===== config.mk =====
export PLATFORM = sky130hd
export DESIGN_NAME = uart_irq_ctrl
export DESIGN_NICKNAME = d
export VERILOG_FILES = /design/src/rtl/uic_pkg.sv /design/src/rtl/uic_live_pack.sv /design/src/rtl/uic_mask.sv /design/src/rtl/uic_sticky.sv /design/src/rtl/uart_irq_ctrl.sv
export SDC_FILE = /design/constraint.sdc
export NUM_CORES = 1
export LEC_CHECK = 0
export BUFFER_PORTS_ARGS = -buffer_cell sky130_fd_sc_hd__buf_2
export CAP_MARGIN = 10
export CORE_ASPECT_RATIO = 1.75
export CORE_MARGIN = 5
export CORE_UTILIZATION = 29
export CTS_BUF_LIST = sky130_fd_sc_hd__clkbuf_4 sky130_fd_sc_hd__clkbuf_8
export DETAILED_ROUTE_END_ITERATION = 10
export GPL_TIMING_DRIVEN = 0
export PLACE_DENSITY_LB_ADDON = 0.25
export SYNTH_ARGS = -nofsm -noshare
export SYNTH_HDL_FRONTEND = slang
export SYNTH_SLANG_ARGS = --single-unit

===== constraint.sdc =====
create_clock -name clk -period 3.34 [get_ports clk]
set_clock_uncertainty 0.05 [all_clocks]
set_input_delay 0.501 -clock clk [delete_from_list [all_inputs] [get_ports clk]]
set_output_delay 0.501 -clock clk [all_outputs]
set_load 0.02 [all_outputs]

===== src/rtl/uic_pkg.sv =====
package uic_pkg;
  // live flag word positions
  localparam int LV_RX_TRIG  = 0;
  localparam int LV_RX_EMPTY = 1;
  localparam int LV_RX_FULL  = 2;
  localparam int LV_TX_EMPTY = 3;
  localparam int LV_TX_FULL  = 4;
  localparam int LV_TX_TRIG  = 13;
  // sticky cause positions beyond the mirrored low field
  localparam int ST_LEVEL_W  = 5;
  localparam int ST_RX_OVR   = 5;
  localparam int ST_FRAME    = 6;
  localparam int ST_PARITY   = 7;
  localparam int ST_RX_TMO   = 8;
  localparam int ST_MODEM    = 9;
  localparam int ST_TX_TRIG  = 10;
  localparam int ST_TX_OVR   = 12;
endpackage


===== src/rtl/uic_live_pack.sv =====
module uic_live_pack
  import uic_pkg::*;
#(
  parameter int DATA_W = 32
) (
  input  logic [5:0]        lvl_i,   // {tx_trig, tx_full, tx_empty, rx_full, rx_empty, rx_trig}
  input  logic [5:0]        evt_i,   // {tx_ovr, modem, rx_tmo, parity, frame, rx_ovr}
  output logic [DATA_W-1:0] live_o,
  output logic [DATA_W-1:0] set_o
);
  always_comb begin
    live_o = '0;
    live_o[LV_RX_TRIG]  = lvl_i[0];
    live_o[LV_RX_EMPTY] = lvl_i[1];
    live_o[LV_RX_FULL]  = lvl_i[2];
    live_o[LV_TX_EMPTY] = lvl_i[3];
    live_o[LV_TX_FULL]  = lvl_i[4];
    live_o[LV_TX_TRIG]  = lvl_i[5];
  end

  always_comb begin
    set_o = '0;
    set_o[ST_LEVEL_W-1:0] = live_o[ST_LEVEL_W-1:0];
    set_o[ST_RX_OVR]  = evt_i[0];
    set_o[ST_FRAME]   = evt_i[1];
    set_o[ST_PARITY]  = evt_i[2];
    set_o[ST_RX_TMO]  = evt_i[3];
    set_o[ST_MODEM]   = evt_i[4];
    set_o[ST_TX_TRIG] = live_o[LV_TX_TRIG];
    set_o[ST_TX_OVR]  = evt_i[5];
  end
endmodule


===== src/rtl/uic_mask.sv =====
module uic_mask #(
  parameter int DATA_W = 32
) (
  input  logic              clk,
  input  logic              rst_n,
  input  logic              set_en_i,
  input  logic              clr_en_i,
  input  logic [DATA_W-1:0] val_i,
  output logic [DATA_W-1:0] mask_o
);
  always_ff @(posedge clk or negedge rst_n) begin
    if (!rst_n)        mask_o <= '0;
    else if (set_en_i) mask_o <= mask_o | val_i;
    else if (clr_en_i) mask_o <= mask_o & ~val_i;
  end
endmodule


===== src/rtl/uic_sticky.sv =====
module uic_sticky #(
  parameter int DATA_W = 32
) (
  input  logic              clk,
  input  logic              rst_n,
  input  logic [DATA_W-1:0] set_i,
  input  logic [DATA_W-1:0] clr_i,
  output logic [DATA_W-1:0] st_o
);
  for (genvar g = 0; g < DATA_W; g++) begin : g_bit
    always_ff @(posedge clk or negedge rst_n) begin
      if (!rst_n)        st_o[g] <= 1'b0;
      else if (set_i[g]) st_o[g] <= 1'b1;
      else if (clr_i[g]) st_o[g] <= 1'b0;
    end

    AST_SET_WINS: assert property (@(posedge clk) disable iff (!rst_n)
      set_i[g] |=> st_o[g]);
    AST_CLEAR_ONE: assert property (@(posedge clk) disable iff (!rst_n)
      (clr_i[g] && !set_i[g]) |=> !st_o[g]);
  end
endmodule


===== src/rtl/uart_irq_ctrl.sv =====
module uart_irq_ctrl #(
  parameter int              DATA_W  = 32,
  parameter int              ADDR_W  = 6,
  parameter logic [ADDR_W-1:0] IDX_EN   = 6'h02,
  parameter logic [ADDR_W-1:0] IDX_DIS  = 6'h03,
  parameter logic [ADDR_W-1:0] IDX_MASK = 6'h04,
  parameter logic [ADDR_W-1:0] IDX_ST   = 6'h05,
  parameter logic [ADDR_W-1:0] IDX_LIVE = 6'h0B
) (
  input  logic              clk,
  input  logic              rst_n,
  input  logic              rx_trig_i,
  input  logic              rx_empty_i,
  input  logic              rx_full_i,
  input  logic              tx_empty_i,
  input  logic              tx_full_i,
  input  logic              tx_trig_i,
  input  logic              rx_ovr_i,
  input  logic              frame_err_i,
  input  logic              par_err_i,
  input  logic              rx_tmo_i,
  input  logic              modem_i,
  input  logic              tx_ovr_i,
  input  logic              bus_wr_i,
  input  logic [ADDR_W-1:0] bus_addr_i,
  input  logic [DATA_W-1:0] bus_wdata_i,
  output logic [DATA_W-1:0] bus_rdata_o,
  output logic              irq_o
);
  logic [DATA_W-1:0] live_w, set_w, clr_w, mask_w, st_w;
  logic              wr_en, wr_dis, wr_st;

  assign wr_en  = bus_wr_i && (bus_addr_i == IDX_EN);
  assign wr_dis = bus_wr_i && (bus_addr_i == IDX_DIS);
  assign wr_st  = bus_wr_i && (bus_addr_i == IDX_ST);
  assign clr_w  = wr_st ? bus_wdata_i : '0;

  uic_live_pack #(.DATA_W(DATA_W)) u_pack (
    .lvl_i  ({tx_trig_i, tx_full_i, tx_empty_i, rx_full_i, rx_empty_i, rx_trig_i}),
    .evt_i  ({tx_ovr_i, modem_i, rx_tmo_i, par_err_i, frame_err_i, rx_ovr_i}),
    .live_o (live_w),
    .set_o  (set_w)
  );

  uic_mask #(.DATA_W(DATA_W)) u_mask (
    .clk      (clk),
    .rst_n    (rst_n),
    .set_en_i (wr_en),
    .clr_en_i (wr_dis),
    .val_i    (bus_wdata_i),
    .mask_o   (mask_w)
  );

  uic_sticky #(.DATA_W(DATA_W)) u_sticky (
    .clk   (clk),
    .rst_n (rst_n),
    .set_i (set_w),
    .clr_i (clr_w),
    .st_o  (st_w)
  );

  always_comb begin
    unique case (bus_addr_i)
      IDX_MASK: bus_rdata_o = mask_w;
      IDX_ST:   bus_rdata_o = st_w;
      IDX_LIVE: bus_rdata_o = live_w;
      default:  bus_rdata_o = '0;
    endcase
  end

  assign irq_o = |(mask_w & st_w);

  AST_ENABLE_ORS: assert property (@(posedge clk) disable iff (!rst_n)
    wr_en |=> ((mask_w & $past(bus_wdata_i)) == $past(bus_wdata_i)));
  AST_DISABLE_CLEARS: assert property (@(posedge clk) disable iff (!rst_n)
    wr_dis |=> ((mask_w & $past(bus_wdata_i)) == '0));
  AST_MASK_WRITE_IGNORED: assert property (@(posedge clk) disable iff (!rst_n)
    (bus_wr_i && bus_addr_i == IDX_MASK) |=> $stable(mask_w));
  AST_IRQ_QUIET: assert property (@(posedge clk) disable iff (!rst_n)
    (mask_w == '0) |-> !irq_o);
endmodule


Word level (Yosys, flattened, before mapping)
Cells that the tools add are included. W data, S select, Z words.

Register bits: 44. Word-level logic and storage cells: 67.

Equal/unequal tests: 5. Muxes and demuxes: 28. Bitwise logic cells: 4. Reductions and logical operators: 17.

Operators by type and width (count): $pmux W32 S3 (1); $mux W32 (2); $and A32 B13 Y32 (1); $and A32 B32 Y32 (1); $not A32 Y32 (1); $or A32 B32 Y32 (1); $reduce_or A32 Y1 (1); $reduce_bool A2 Y1 (13); $mux W1 (24); $mux W13 (1); $eq A6 B2 Y1 const B (2); $eq A6 B3 Y1 const B (2); $eq A6 B4 Y1 const B (1); $logic_and A1 B1 Y1 (3).

Longest topological paths before layout
Gate-level depths: netlist of the first run.

Depth after elaboration: 5. Depth in mapped cells: 4. Mapped depth without buffers: 3.

Hierarchy
A second synthesis of the first run with hierarchy kept.

Cells, all modules: 403. Area, all modules: 4042.6 µm².

By module, submodules not included: uic_mask (times used 1, cells each 102, area an instance 1249.9 µm²); uic_sticky (times used 1, cells each 96, area an instance 1161.1 µm²); uart_irq_ctrl (times used 1, cells each 140, area an instance 1147.4 µm²); uic_live_pack (times used 1, cells each 65, area an instance 484.2 µm²).

Worst setup path after synthesis of the first run
Ideal clock, no wire load.

Kind: input-to-output. From: input bus_addr_i[3]. To: output bus_rdata_o[10]. Data arrival time: 1742 ps. Data required time: 2789 ps. Path slack: 1047 ps. Stages on the path: 4. Buffers on the path: 1. Cell sequence: or4b_4 > or2_1 > buf_6 > nor2_1.

Longest elaborated chain between the ends: 2. Elaborated cells on any way between the ends: 4. Classes of those cells: eq/ne: 3; mux: 1.

Ends and longest elaborated chain: from (decl) (line uart_irq_ctrl.sv:25) `input logic [ADDR_W-1:0] bus_addr_i,`; $eq A6 B4 Y1 / $eq A6 B3 Y1 (equally long branches) (line uart_irq_ctrl.sv:63) `unique case (bus_addr_i)`; $pmux W32 S3 (*) (line uart_irq_ctrl.sv:63); to (decl) (line uart_irq_ctrl.sv:27) `output logic [DATA_W-1:0] bus_rdata_o,`.

Mark *: on every way between the ends. The rest lies on a longest branch, timed or not.

Worst setup path in the final report of the first run
From: input bus_addr_i[3]. To: output bus_rdata_o[6].

Same word-level chain as after synthesis.

==> results.md, run 1 <==
- For this run, design rule violations remaining after detail routing come to 0.
- The cell with the most instances after synthesis is sky130_fd_sc_hd__dfrtp_1.
- The wire-length estimate of the detail-placed layout is 5540 µm.
- The final RePlAce weighted congestion is 0.737.
- Among all flip-flop cells after synthesis, the most frequent one is sky130_fd_sc_hd__dfrtp_1.
- The kind of launch point of the worst setup path is an input pin.
- The number of standard cells after synthesis is 258.
- The power per cell area is 375 nW/µm².
- The setup-violating endpoint count in the final report is 0.
- The total overflow reported by the global router is 0.
- The synthesized area per cell is between 9 and 10 µm².
- STA puts the critical path data required time at 2790 ps.
- Counting distinct cell types in the post-synthesis netlist gives 27.
- The quantity of hold-fixing buffers added after cts is 0.
- The per-cell via count in the routed design is ~4.7.
- In the final layout, the share of cells above drive strength 1 is between 30 and 40%.
- After detailed routing, the average wire length per cell comes to 14.9 µm.
- After synthesis, the cell types taking the most area are sky130_fd_sc_hd__dfrtp_1, sky130_fd_sc_hd__mux2i_1, sky130_fd_sc_hd__o31ai_1.
- For the final routed database, the setup TNS stands at 0 ps.
- Of all nets on the critical path, the largest fanout is 10.
- The number of global-route vias before repair is between 2k and 2.5k.
- The cell accounting for the most synthesized area is sky130_fd_sc_hd__dfrtp_1.
- The die is 80.3 µm wide.
- The net total in the final layout is 403.
- The top cell type's share of synthesized area is 43.9%.
- The final period demand of the worst path is 2530 ps.
- In this run the number of H-tree levels came out at 2.
- In this run the cell area of the synthesized design comes to 2510 µm².
- The total routed wirelength is 6950 µm.
- Port buffering added 85 buffers.
- The slew at the pin with the worst max-slew slack is 976 ps.
- The count of endpoints failing hold in the final timing report is 0.
- Buffers inserted during clock tree synthesis total 5.
- The share of the clock period used by the worst path after layout is 75.9%.
- The site row count is 45.
- Setup repair after global routing left no endpoint under its margin.
- Counting stages on the worst path, the most repeated cell is sky130_fd_sc_hd__buf_2.
- After clock tree synthesis, the clock-pin slew on the worst setup and hold paths is approximately 80 ps.
- The max-slew violation count is 0.
- The number of buffers inserted by post-CTS setup repair is 0.
- The core area is between 8000 and 9000 µm².
- The clock reaches the later pin of the worst-skew pair after 300 ps.
- The die extent in y is 133 µm.
- Clock tree synthesis found a total of 44 sinks.
- The pre-antenna-repair detailed-routing pass consisted of 4 iterations.
- For this configuration, the core starts out at a cell density of 29.3%.
- Synthesis produced a netlist with a net count of 311.
- The signal on the critical path passes through buf_2 > or4b_4 > or2_1 > buf_6 > nor2_1 > buf_2.
- The detail route stage leaves a number of antenna-violating nets equal to 0.
- In this run, synthesis inferred 0 flip-flops with an integrated enable.
- The CTS tree is built.
- The Yosys step of the flow raised 0 warnings.
- VDD sags by at most approximately 0.00012 V.
- The maximum single-stage delay on the critical path is 570 ps.
- Hold timing on the final database bottoms out at a slack of 298 ps.
- The worst min-delay path class is input pin to asynchronous set/reset pin.
- The worst setup path is of the input pin to output port kind.
- In the global route stage, overall resource usage came out at 13.6%.
- The number of antenna violations at the first check in global routing is 0.
- The root buffer cell chosen for the clock tree is sky130_fd_sc_hd__clkbuf_8.
- The static power due to leakage is 1.61 nW.
- For this run, the top clock speed supported by timing is around 0.4 GHz.
- The DRC marker count from the first detailed-route iteration is 54.
- The number of antenna repair diodes is 0.
- The run finished with clean final reports.
- The slowest stage of the critical path belongs to the cell sky130_fd_sc_hd__or4b_4.
- Counting instances in the post-synthesis netlist gives the leading cell types as sky130_fd_sc_hd__dfrtp_1, sky130_fd_sc_hd__mux2i_1, sky130_fd_sc_hd__nor2_1.
- The total die area is 10,700 µm².
- The global-route wire length before repair is 11,300 µm.
- After synthesis the netlist holds a flip-flop and latch count of 44.
- The worst relative slew slack is 34.9%.
- Max-cap violations in this run came to 0.
- The data arrival time of the critical path is 1980 ps.
- For this run, the register share of the synthesized area comes to a little over two fifths.
- The number of buffers and inverters on the critical path is 3.
- Once the clock tree was built, the resizer swapped 0 gates to a different size.
- The number of buffers on the longest clock path is 2.
- Entering global routing, the biggest net connects 45 pins.
- The overall via count from detail_route is between 2k and 2.5k.
- The cell family contributing the most delay on the critical path is simple AND/OR/NAND/NOR gates.
- The layout-stage area growth over the synthesis result is 26.6%.
- The async set or reset register ratio after synthesis is 100%.
- The number of I/O pins is 86.
- The worst setup path is captured at an output port.
## layout make-up
cell class	instances	area (µm²)
Buffer	20	105
Inverter	20	75.1
Multi-Input combinational cell	174	1230
Timing Repair Buffer	85	425
Clock buffer	7	96.3
Sequential cell	44	1100
Fill cell	918	5380
Tap cell	117	146
## per-layer routing
layer  track usage (%)  share of wire, %  vias up
met5                 0                 0        -
met4              5.92               2.6        0
met3              3.20               6.7       12
met2              25.2                54       69
met1              14.0                37     1040
li1                  -                 -     1090
## metrics by stage
step,total power [mW],worst slack (ps),utilization (%),area [µm²],instances
2_1_floorplan,0.753,1050,-,2510,258
3_3_place_gp,0.843,786,36.0,3080,460
3_5_place_dp,0.848,785,36.0,3080,460
4_1_cts,1.21,777,37.1,3180,467
5_1_grt,1.26,725,37.1,3180,467
6_report,1.19,806,37.1,3180,467
## cells by family after synthesis
| group | Yosys count | synth area share, % |
|---|---|---|
| compound gates | 48 | 16.0 |
| simple gates | 94 | 20.1 |
| mux | 32 | 12.8 |
| buf+inv | 40 | 7.18 |
| flops | 44 | 43.9 |
## worst reg2reg max path: stages, from the launching register on
cell	delay, ps
sky130_fd_sc_hd__dfrtp_1	400
sky130_fd_sc_hd__o31ai_1	80
sky130_fd_sc_hd__o31ai_1	110
## where the power goes
group	leakage (nW)	switching (mW)	internal, mW
Sequential	0.461	0.0227	0.583
Combinational	1.10	0.134	0.0915
Clock	0.0503	0.177	0.184
Total	1.61	0.334	0.859
## path summary, 6_finish.rpt
kind                                     from                          to  slack (ps)  depth (start not counted)
worst max-delay path            bus_addr_i[3]              bus_rdata_o[6]         810                          6
worst min-delay path                    rst_n  asynchronous set/reset pin         300                          1
worst max register to register       register                    register        2570                          2
worst min register to register       register                    register         480                          2
max in group asynchronous               rst_n  asynchronous set/reset pin        2320                          1
min in group clk                    par_err_i            u_sticky.st_o[7]         390                          3
## layout by cell type (no fill, tap or decap)
cell type / instances
sky130_fd_sc_hd__a21oi_1: 2
sky130_fd_sc_hd__a21oi_2: 10
sky130_fd_sc_hd__a221oi_1: 3
sky130_fd_sc_hd__a22o_1: 4
sky130_fd_sc_hd__and3_1: 1
sky130_fd_sc_hd__buf_2: 91
sky130_fd_sc_hd__buf_6: 3
sky130_fd_sc_hd__clkbuf_1: 11
sky130_fd_sc_hd__clkbuf_8: 7
sky130_fd_sc_hd__dfrtp_1: 44
sky130_fd_sc_hd__inv_1: 20
sky130_fd_sc_hd__mux2i_1: 32
sky130_fd_sc_hd__nand2_1: 12
sky130_fd_sc_hd__nand2b_1: 1
sky130_fd_sc_hd__nand3_1: 21
sky130_fd_sc_hd__nor2_1: 32
sky130_fd_sc_hd__nor2b_1: 1
sky130_fd_sc_hd__nor3_1: 9
sky130_fd_sc_hd__nor3_2: 10
sky130_fd_sc_hd__nor3b_2: 1
sky130_fd_sc_hd__nor4b_2: 1
sky130_fd_sc_hd__o2bb2ai_1: 2
sky130_fd_sc_hd__o2bb2ai_2: 3
sky130_fd_sc_hd__o31ai_1: 24
sky130_fd_sc_hd__or2_1: 2
sky130_fd_sc_hd__or2_2: 1
sky130_fd_sc_hd__or3_4: 1
sky130_fd_sc_hd__or4b_4: 1
Power figures use the tool's default switching activity.
==> run 2, diff against run 1 <==
Settings changed: ABC_AREA set to 1.
Clock period 3.34 ns to 2.6 ns, I/O delays scaled along.
==> results.md, run 2 <==
- The wire length per cell after detailed routing is 14.9 µm (about the same).
- The share of the clock period used by the worst path after layout is 82.6%.
- The data arrival time of the critical path came to 1710 ps (was 1980 ps).
- The overall via count from detail_route is 2,716 (was 2,211).
- The global-route wire length before repair came to 13,700 µm (was 11,300 µm).
- The total routed wirelength is 8540 µm (was 6950 µm).
- The required arrival time at the worst endpoint is 2160 ps (was 2790 ps).
- The maximum vdd ir drop is 0.000243 V (was 0.000117 V).
- The net total in the final layout is 504 (was 403).
- The total die area is 11,200 µm² (was 10,700 µm²).
- The number of standard cells in the layout, taps in and fillers out is 571 (was 467).
- The worst slack after detailed placement was 464 ps (was 785 ps).
- The total clock sinks is 44 (unchanged).
- The most common library cell in the layout ignoring fill and taps is sky130_fd_sc_hd__nand2_1 (was sky130_fd_sc_hd__buf_2).
- The cell with the most instances after synthesis is sky130_fd_sc_hd__nand2_1 (was sky130_fd_sc_hd__dfrtp_1).
- The die extent in y is 136 µm (was 133 µm).
- The synthesized area per cell is 7.34 µm² (was 9.72 µm²).
- The startpoint of the worst setup timing path was bus_addr_i[5] (was bus_addr_i[3]).
- The maximum number of pins on one net before global-route repair is 45 (unchanged).
- The layout-stage area growth over the synthesis result came to 25.5% (was 26.6%).
- The number of buffers added by the clock tree synthesis step is 5 (unchanged).
- The cell area after synthesis is 2640 µm² (was 2510 µm²).
- The number of standard cells after synthesis is 359 (was 258).
- The final RePlAce weighted congestion is 0.874 (was 0.737).
- The number of global-route vias before repair is 2,772 (was 2,274).
- The setup-violating endpoint count in the final report is 0 (unchanged).
- Largest cells by area after synthesis: sky130_fd_sc_hd__dfrtp_1, sky130_fd_sc_hd__nand2_1, sky130_fd_sc_hd__nand3_1 (was sky130_fd_sc_hd__dfrtp_1, sky130_fd_sc_hd__mux2i_1, sky130_fd_sc_hd__o31ai_1).
- The number of enable flip-flop cells after synthesis is 0 (unchanged).
- The total placed instance area came to 3210 µm² (was 3080 µm²).
- The number of remaining DRC errors is 0 (unchanged).
- The number of placed instances, taps included was 563 (was 460).
- The largest fanout of any net on the critical path is 10 (unchanged).
- The initial core utilization is 29.3% (about the same).
- The max-slew violation count is 0 (unchanged).
- Timing would allow up to 0.465 GHz.
- The count of cells resized by post-cts repair came to 0 (unchanged).
- The per-cell via count in the routed design is 4.76 (was 4.73).
- The global router's overall resource usage is 16.1% (was 13.6%).
- The quantity of hold-fixing buffers added after cts is 0 (unchanged).
- The kind of launch point of the worst setup path is an input pin (unchanged).
- The power per cell area is 458 nW/µm² (was 375 nW/µm²).
- The startpoint-to-endpoint class of the critical path is input pin to output port (unchanged).
- The cell accounting for the most synthesized area is sky130_fd_sc_hd__dfrtp_1 (unchanged).
- The core area is 8980 µm² (was 8560 µm²).
- The async set or reset register ratio after synthesis is 100% (unchanged).
- RSZ-0062 raised after global routing: no (unchanged).
- The synthesized netlist net count is 412 (was 311).
- The startpoint of the most critical register-to-register path is u_sticky.st_o[3].
- The static power due to leakage was 1.74 nW (was 1.61 nW).
- The aggregate negative setup slack is 0 ps (unchanged).
- The final critical-path setup slack came to 451 ps (was 806 ps).
- The H-tree level count is 2 (unchanged).
- The number of different library cells in the post-synthesis netlist is 21 (was 27).
- The critical path capture point type is an output port (unchanged).
- The total overflow reported by the global router came to 0 (unchanged).
- Run status: finished, final reports clean (unchanged).
- The power after layout came to 1.51 mW (was 1.19 mW).
- The share of cells above drive strength 1 is 30.4% (was 36.9%).
- The quantity of I/O buffers inserted on ports is 84 (was 85).
- The CTS tree is built (unchanged).
- The chip width came to 82.1 µm (was 80.3 µm).
- The number of buffers inserted by post-CTS setup repair is 0 (unchanged).
- The number of synthesized register bits is 44 (unchanged).
- The number of search-and-repair iterations in the first detailed-routing pass is 4 (unchanged).
- The clock latency reported for the late side of the worst-skew pair came to 310 ps (was 300 ps).
- The clock-pin slew on the worst setup and hold paths was 90 ps (was 80 ps).
- The slew at the pin with the worst max-slew slack was 547 ps (was 976 ps).
- The sequential fraction of the synthesis area was 41.8% (was 43.9%).
- The worst min-delay path class is input pin to asynchronous set/reset pin (unchanged).
- The worst relative slew slack is 63.5% (was 34.9%).
- The site row count is 46 (was 45).
- The top cell type's share of synthesized area came to 41.8% (was 43.9%).
- The DRC marker count from the first detailed-route iteration was 161 (was 54).
- The worst path needs 2150 ps of the cycle, external delays included.
- The count of endpoints failing hold in the final timing report is 0 (unchanged).
- The CTS root buffer is sky130_fd_sc_hd__clkbuf_8 (unchanged).
- The number of antenna repair diodes is 0 (unchanged).
- The number of antenna violations at the first check in global routing is 0 (unchanged).
- The number of buffers on the longest clock path is 2 (unchanged).
- The detailed placer's ending HPWL was 6370 µm (was 5540 µm).
- The number of I/O pins is 86 (unchanged).
- Most frequent cells in the layout: sky130_fd_sc_hd__nand2_1, sky130_fd_sc_hd__buf_2, sky130_fd_sc_hd__nand3_1, sky130_fd_sc_hd__dfrtp_1, sky130_fd_sc_hd__inv_1 (was sky130_fd_sc_hd__buf_2, sky130_fd_sc_hd__dfrtp_1, sky130_fd_sc_hd__nor2_1, sky130_fd_sc_hd__mux2i_1, sky130_fd_sc_hd__o31ai_1).
- The number of warnings reported in the yosys synthesis log is 0 (unchanged).
- The final antenna-violating net count was 0 (unchanged).
- The number of violations of the max-capacitance limit came to 0 (unchanged).
- The area of all placed cells without fillers is 3310 µm² (was 3180 µm²).
- The prevailing post-synth register cell is sky130_fd_sc_hd__dfrtp_1 (unchanged).
- Post-synth top cells: sky130_fd_sc_hd__nand2_1, sky130_fd_sc_hd__nand3_1, sky130_fd_sc_hd__dfrtp_1 (was sky130_fd_sc_hd__dfrtp_1, sky130_fd_sc_hd__mux2i_1, sky130_fd_sc_hd__nor2_1).
run 2: cell types whose count changed after synthesis, moves of 7 or more:
cell	change
sky130_fd_sc_hd__nand3_2	+11
sky130_fd_sc_hd__mux2i_1	-32
sky130_fd_sc_hd__buf_4	+7
sky130_fd_sc_hd__nor2_1	-11
sky130_fd_sc_hd__inv_1	+23
sky130_fd_sc_hd__clkbuf_1	-11
sky130_fd_sc_hd__nor3_1	-9
sky130_fd_sc_hd__nand3_1	+50
sky130_fd_sc_hd__nor3_2	-9
sky130_fd_sc_hd__a21oi_2	-10
sky130_fd_sc_hd__o31ai_1	-24
sky130_fd_sc_hd__o21ai_0	+8
sky130_fd_sc_hd__nand2_1	+89
sky130_fd_sc_hd__nand4_1	+23
run 2: final timing paths:
| kind | endpoint | slack (ps) | depth (start not counted) |
|---|---|---|---|
| min | asynchronous set/reset pin | 10 | 1 |
| max reg2reg | u_sticky.st_o[3] | 1910 | 2 |
| min reg2reg | u_sticky.st_o[7] | 430 | 2 |
| max | bus_rdata_o[7] | 450 | 7 |
| min in group clk | u_sticky.st_o[5] | 220 | 3 |
| max in group asynchronous | u_sticky.st_o[9] | 1950 | 2 |
run 2: cell type report:
cell class,instances,area [µm²]
clock inverter,1,5.00
clock buffer,6,76.3
sequential,44,1100
tap,120,150
timing repair buffer,85,440
multi-input combinational,246,1190
inverter,46,173
buffer,23,170
fill,1002,5670
run 2: per-layer routing:
| metal | GRT usage [%] | routed length, µm | vias up |
|---|---|---|---|
| li1 | - | - | 1342 |
| met1 | 17.5 | 3340 | 1296 |
| met2 | 29.7 | 4620 | 69 |
| met3 | 3.38 | 441 | 9 |
| met4 | 6.01 | 131 | 0 |
| met5 | 0 | 0 | - |
run 2: kinds of logic (layout without fill, tap and decap cells):
kind of cell           count (synthesis)  count (layout)  synth area share, %
and+or+nand+nor                      235             235                 42.8
buffers and inverters                 69             161                 13.0
DFF                                   44              44                 41.8
AOI/OAI and AO/OA                     11              11                 2.42
run 2: critical path, stage by stage:
cell and delay, ps:
sky130_fd_sc_hd__buf_2 100, sky130_fd_sc_hd__nor2_2 210, sky130_fd_sc_hd__buf_2 290, sky130_fd_sc_hd__buf_2 280, sky130_fd_sc_hd__nand2_2 120, sky130_fd_sc_hd__o22ai_1 130
sky130_fd_sc_hd__buf_2 190
run 2: through the flow:
| step | util, % | hold slack, ps |
|---|---|---|
| after CTS | 36.6 | 203 |
| after floorplan | - | 44.4 |
| final | 36.8 | 9.90 |
| after global placement | 35.7 | 409 |
| after global routing | 36.8 | 40.0 |
| after detailed placement | 35.7 | 414 |
run 2: where the power goes:
group | switching [mW] | internal (mW)
sequential | 0.0429 | 0.751
clock | 0.243 | 0.194
combinational | 0.176 | 0.107
total | 0.462 | 1.05
==> run 3, diff against run 2 <==
Settings changed: ABC_AREA 1 to 0.
Clock period 2.6 ns to 1.87 ns, I/O delays scaled along.
==> results.md, run 3 (synthesis gave the netlist of run 1 again) <==
- The power after layout is 2.21 mW (was 1.51 mW).
- The setup-violating endpoint count in the final report is 22 (was 0).
- The per-cell via count in the routed design is 4.76 (about the same).
- The aggregate negative setup slack is -1600 ps (was 0 ps).
- The quantity of I/O buffers inserted on ports is 85 (was 84).
- The clock latency reported for the late side of the worst-skew pair is 290 ps (was 310 ps).
- The startpoint-to-endpoint class of the critical path was input pin to output port (unchanged).
- The final antenna-violating net count is 0 (unchanged).
- The count of endpoints failing hold in the final timing report was 0 (unchanged).
- The final RePlAce weighted congestion is 0.737 (was 0.874).
- The share of the clock period used by the worst path after layout is 106%.
- The number of buffers on the longest clock path is 2 (unchanged).
- The final reports fail on setup timing.
- The layout-stage area growth over the synthesis result was 46.1% (was 25.5%).
- The CTS root buffer was sky130_fd_sc_hd__clkbuf_8 (unchanged).
- Run status: finished with violations (was finished, final reports clean).
- The quantity of hold-fixing buffers added after cts is 0 (unchanged).
- The power per cell area is 604 nW/µm² (was 458 nW/µm²).
- The net total in the final layout is 409 (was 504).
- The share of the core filled with cells is 42.8% (was 36.8%).
- The kind of launch point of the worst setup path was an input pin (unchanged).
- The total die area came to 10,700 µm² (was 11,200 µm²).
- The maximum number of pins on one net before global-route repair came to 45 (unchanged).
- RSZ-0062 raised after global routing: yes (was no).
- The number of global-route vias before repair was 2,356 (was 2,772).
- The static power due to leakage is 1.74 nW (about the same).
- Most frequent cells in the layout: sky130_fd_sc_hd__buf_2, sky130_fd_sc_hd__dfrtp_1, sky130_fd_sc_hd__mux2i_1 (was sky130_fd_sc_hd__nand2_1, sky130_fd_sc_hd__buf_2, sky130_fd_sc_hd__nand3_1, sky130_fd_sc_hd__dfrtp_1, sky130_fd_sc_hd__inv_1).
- The CTS tree is built (unchanged).
- The data arrival time of the critical path came to 1650 ps (was 1710 ps).
- The number of remaining DRC errors is 0 (unchanged).
- The largest fanout of any net on the critical path is 5 (was 10).
- The required arrival time at the worst endpoint is 1540 ps (was 2160 ps).
- The core area was 8560 µm² (was 8980 µm²).
- The detailed placer's ending HPWL is 5540 µm (was 6370 µm).
- The most common library cell in the layout ignoring fill and taps is sky130_fd_sc_hd__buf_2 (was sky130_fd_sc_hd__nand2_1).
- The total routed wirelength is 7400 µm (was 8540 µm).
- The global router's overall resource usage is 14.2% (was 16.1%).
- The overall via count from detail_route came to 2,251 (was 2,716).
- The global routing usage on met3 was 3.20% (was 3.38%).
- The worst slack after detailed placement is -244 ps (was 464 ps).
- The initial core utilization is 29.3% (about the same).
- The met1 track utilization from global routing was 14.6% (was 17.5%).
- The number of violations of the max-capacitance limit is 0 (unchanged).
- The DRC marker count from the first detailed-route iteration is 81 (was 161).
- The number of antenna repair diodes is 0 (unchanged).
- The final critical-path setup slack is -109 ps (was 451 ps).
- Counting I/O delays and the setup requirement, the final critical path takes between 1500 and 2000 ps.
- The slew at the pin with the worst max-slew slack is 987 ps (was 547 ps).
- The site row count was 45 (was 46).
- The total overflow reported by the global router is 0 (unchanged).
- The maximum vdd ir drop is 0.000216 V (was 0.000243 V).
- The die extent in y is 133 µm (was 136 µm).
- Static timing analysis puts the maximum clock frequency at 0.505 GHz.
- The wire length per cell after detailed routing came to 15.6 µm (was 14.9 µm).
- The global-route wire length before repair is 11,700 µm (was 13,700 µm).
- The clock-pin slew on the worst setup and hold paths is 80 ps (was 90 ps).
- The H-tree level count is 2 (unchanged).
- The worst relative slew slack is 34.2% (was 63.5%).
- The max-slew violation count was 0 (unchanged).
- The number of search-and-repair iterations in the first detailed-routing pass is 4 (unchanged).
- The share of cells above drive strength 1 was 44.4% (was 30.4%).
- The critical path capture point type is an output port (unchanged).
- The total clock sinks is 44 (unchanged).
- The number of I/O pins is 86 (unchanged).
- The layer with the highest usage is met2 (unchanged).
- The number of antenna violations at the first check in global routing is 0 (unchanged).
- The chip width is 80.3 µm (was 82.1 µm).
- The number of fillers in the final layout is 875 (was 1,002).
- The number of buffers added by the clock tree synthesis step was 5 (unchanged).
- The met2 layer usage reported by global route came to 26.7% (was 29.7%).
- The worst min-delay path class was input pin to asynchronous set/reset pin (unchanged).
-- run 3: area by class of cell --
class | instances | area, µm² | share of cell area [%]
timing repair buffer | 92 | 678 | 18.5
sequential | 44 | 1100 | 30.0
buffer | 19 | 143 | 3.89
tap | 117 | 146 | 3.99
clock buffer | 7 | 96.3 | 2.63
inverter | 20 | 75.1 | 2.05
multi-input combinational | 174 | 1430 | 38.9
-- run 3: path summary, 6_finish.rpt --
path | startpoint | end | slack, ps | cells after the start
worst max-delay path | bus_addr_i[5] | bus_rdata_o[4] | -110 | 6
worst min-delay path | rst_n | asynchronous set/reset pin | 70 | 1
worst max register to register | register | register | 1010 | 3
worst min register to register | register | register | 480 | 2
max in group asynchronous | rst_n | asynchronous set/reset pin | 1060 | 1
min in group clk | par_err_i | u_sticky.st_o[7] | 170 | 3
-- run 3: where the power goes --
part / switching (mW) / leakage, nW / internal, mW
clock network: 0.314 / 0.0503 / 0.329
registers: 0.0432 / 0.461 / 1.04
logic: 0.282 / 1.23 / 0.204
total: 0.640 / 1.74 / 1.57
-- run 3: what timing repair did --
item	in CTS	in global routing
endpoints found under the setup margin	26	33
cloned	1	1
resized for setup	68	38
buffers inserted	5	0
pin swaps	9	9
-- run 3: through the flow --
step	instances	instance area [µm²]	hold WS [ps]
after global placement	460	3080	457
after CTS	472	3490	126
after floorplan	258	2510	-65.1
after detailed placement	460	3080	462
after global routing	473	3660	173
final	473	3660	74.8
-- run 3: routing by layer --
metal	wire length [µm]	part of all wire, %
met5	0	0
met4	189	2.6
met3	507	6.9
met2	4130	56
met1	2570	35
-- run 3: critical path: stages --
cell	delay [ps]
sky130_fd_sc_hd__buf_8	100
sky130_fd_sc_hd__or4b_4	540
sky130_fd_sc_hd__or2_4	290
sky130_fd_sc_hd__buf_16	160
sky130_fd_sc_hd__o2bb2ai_4	130
sky130_fd_sc_hd__buf_6	130
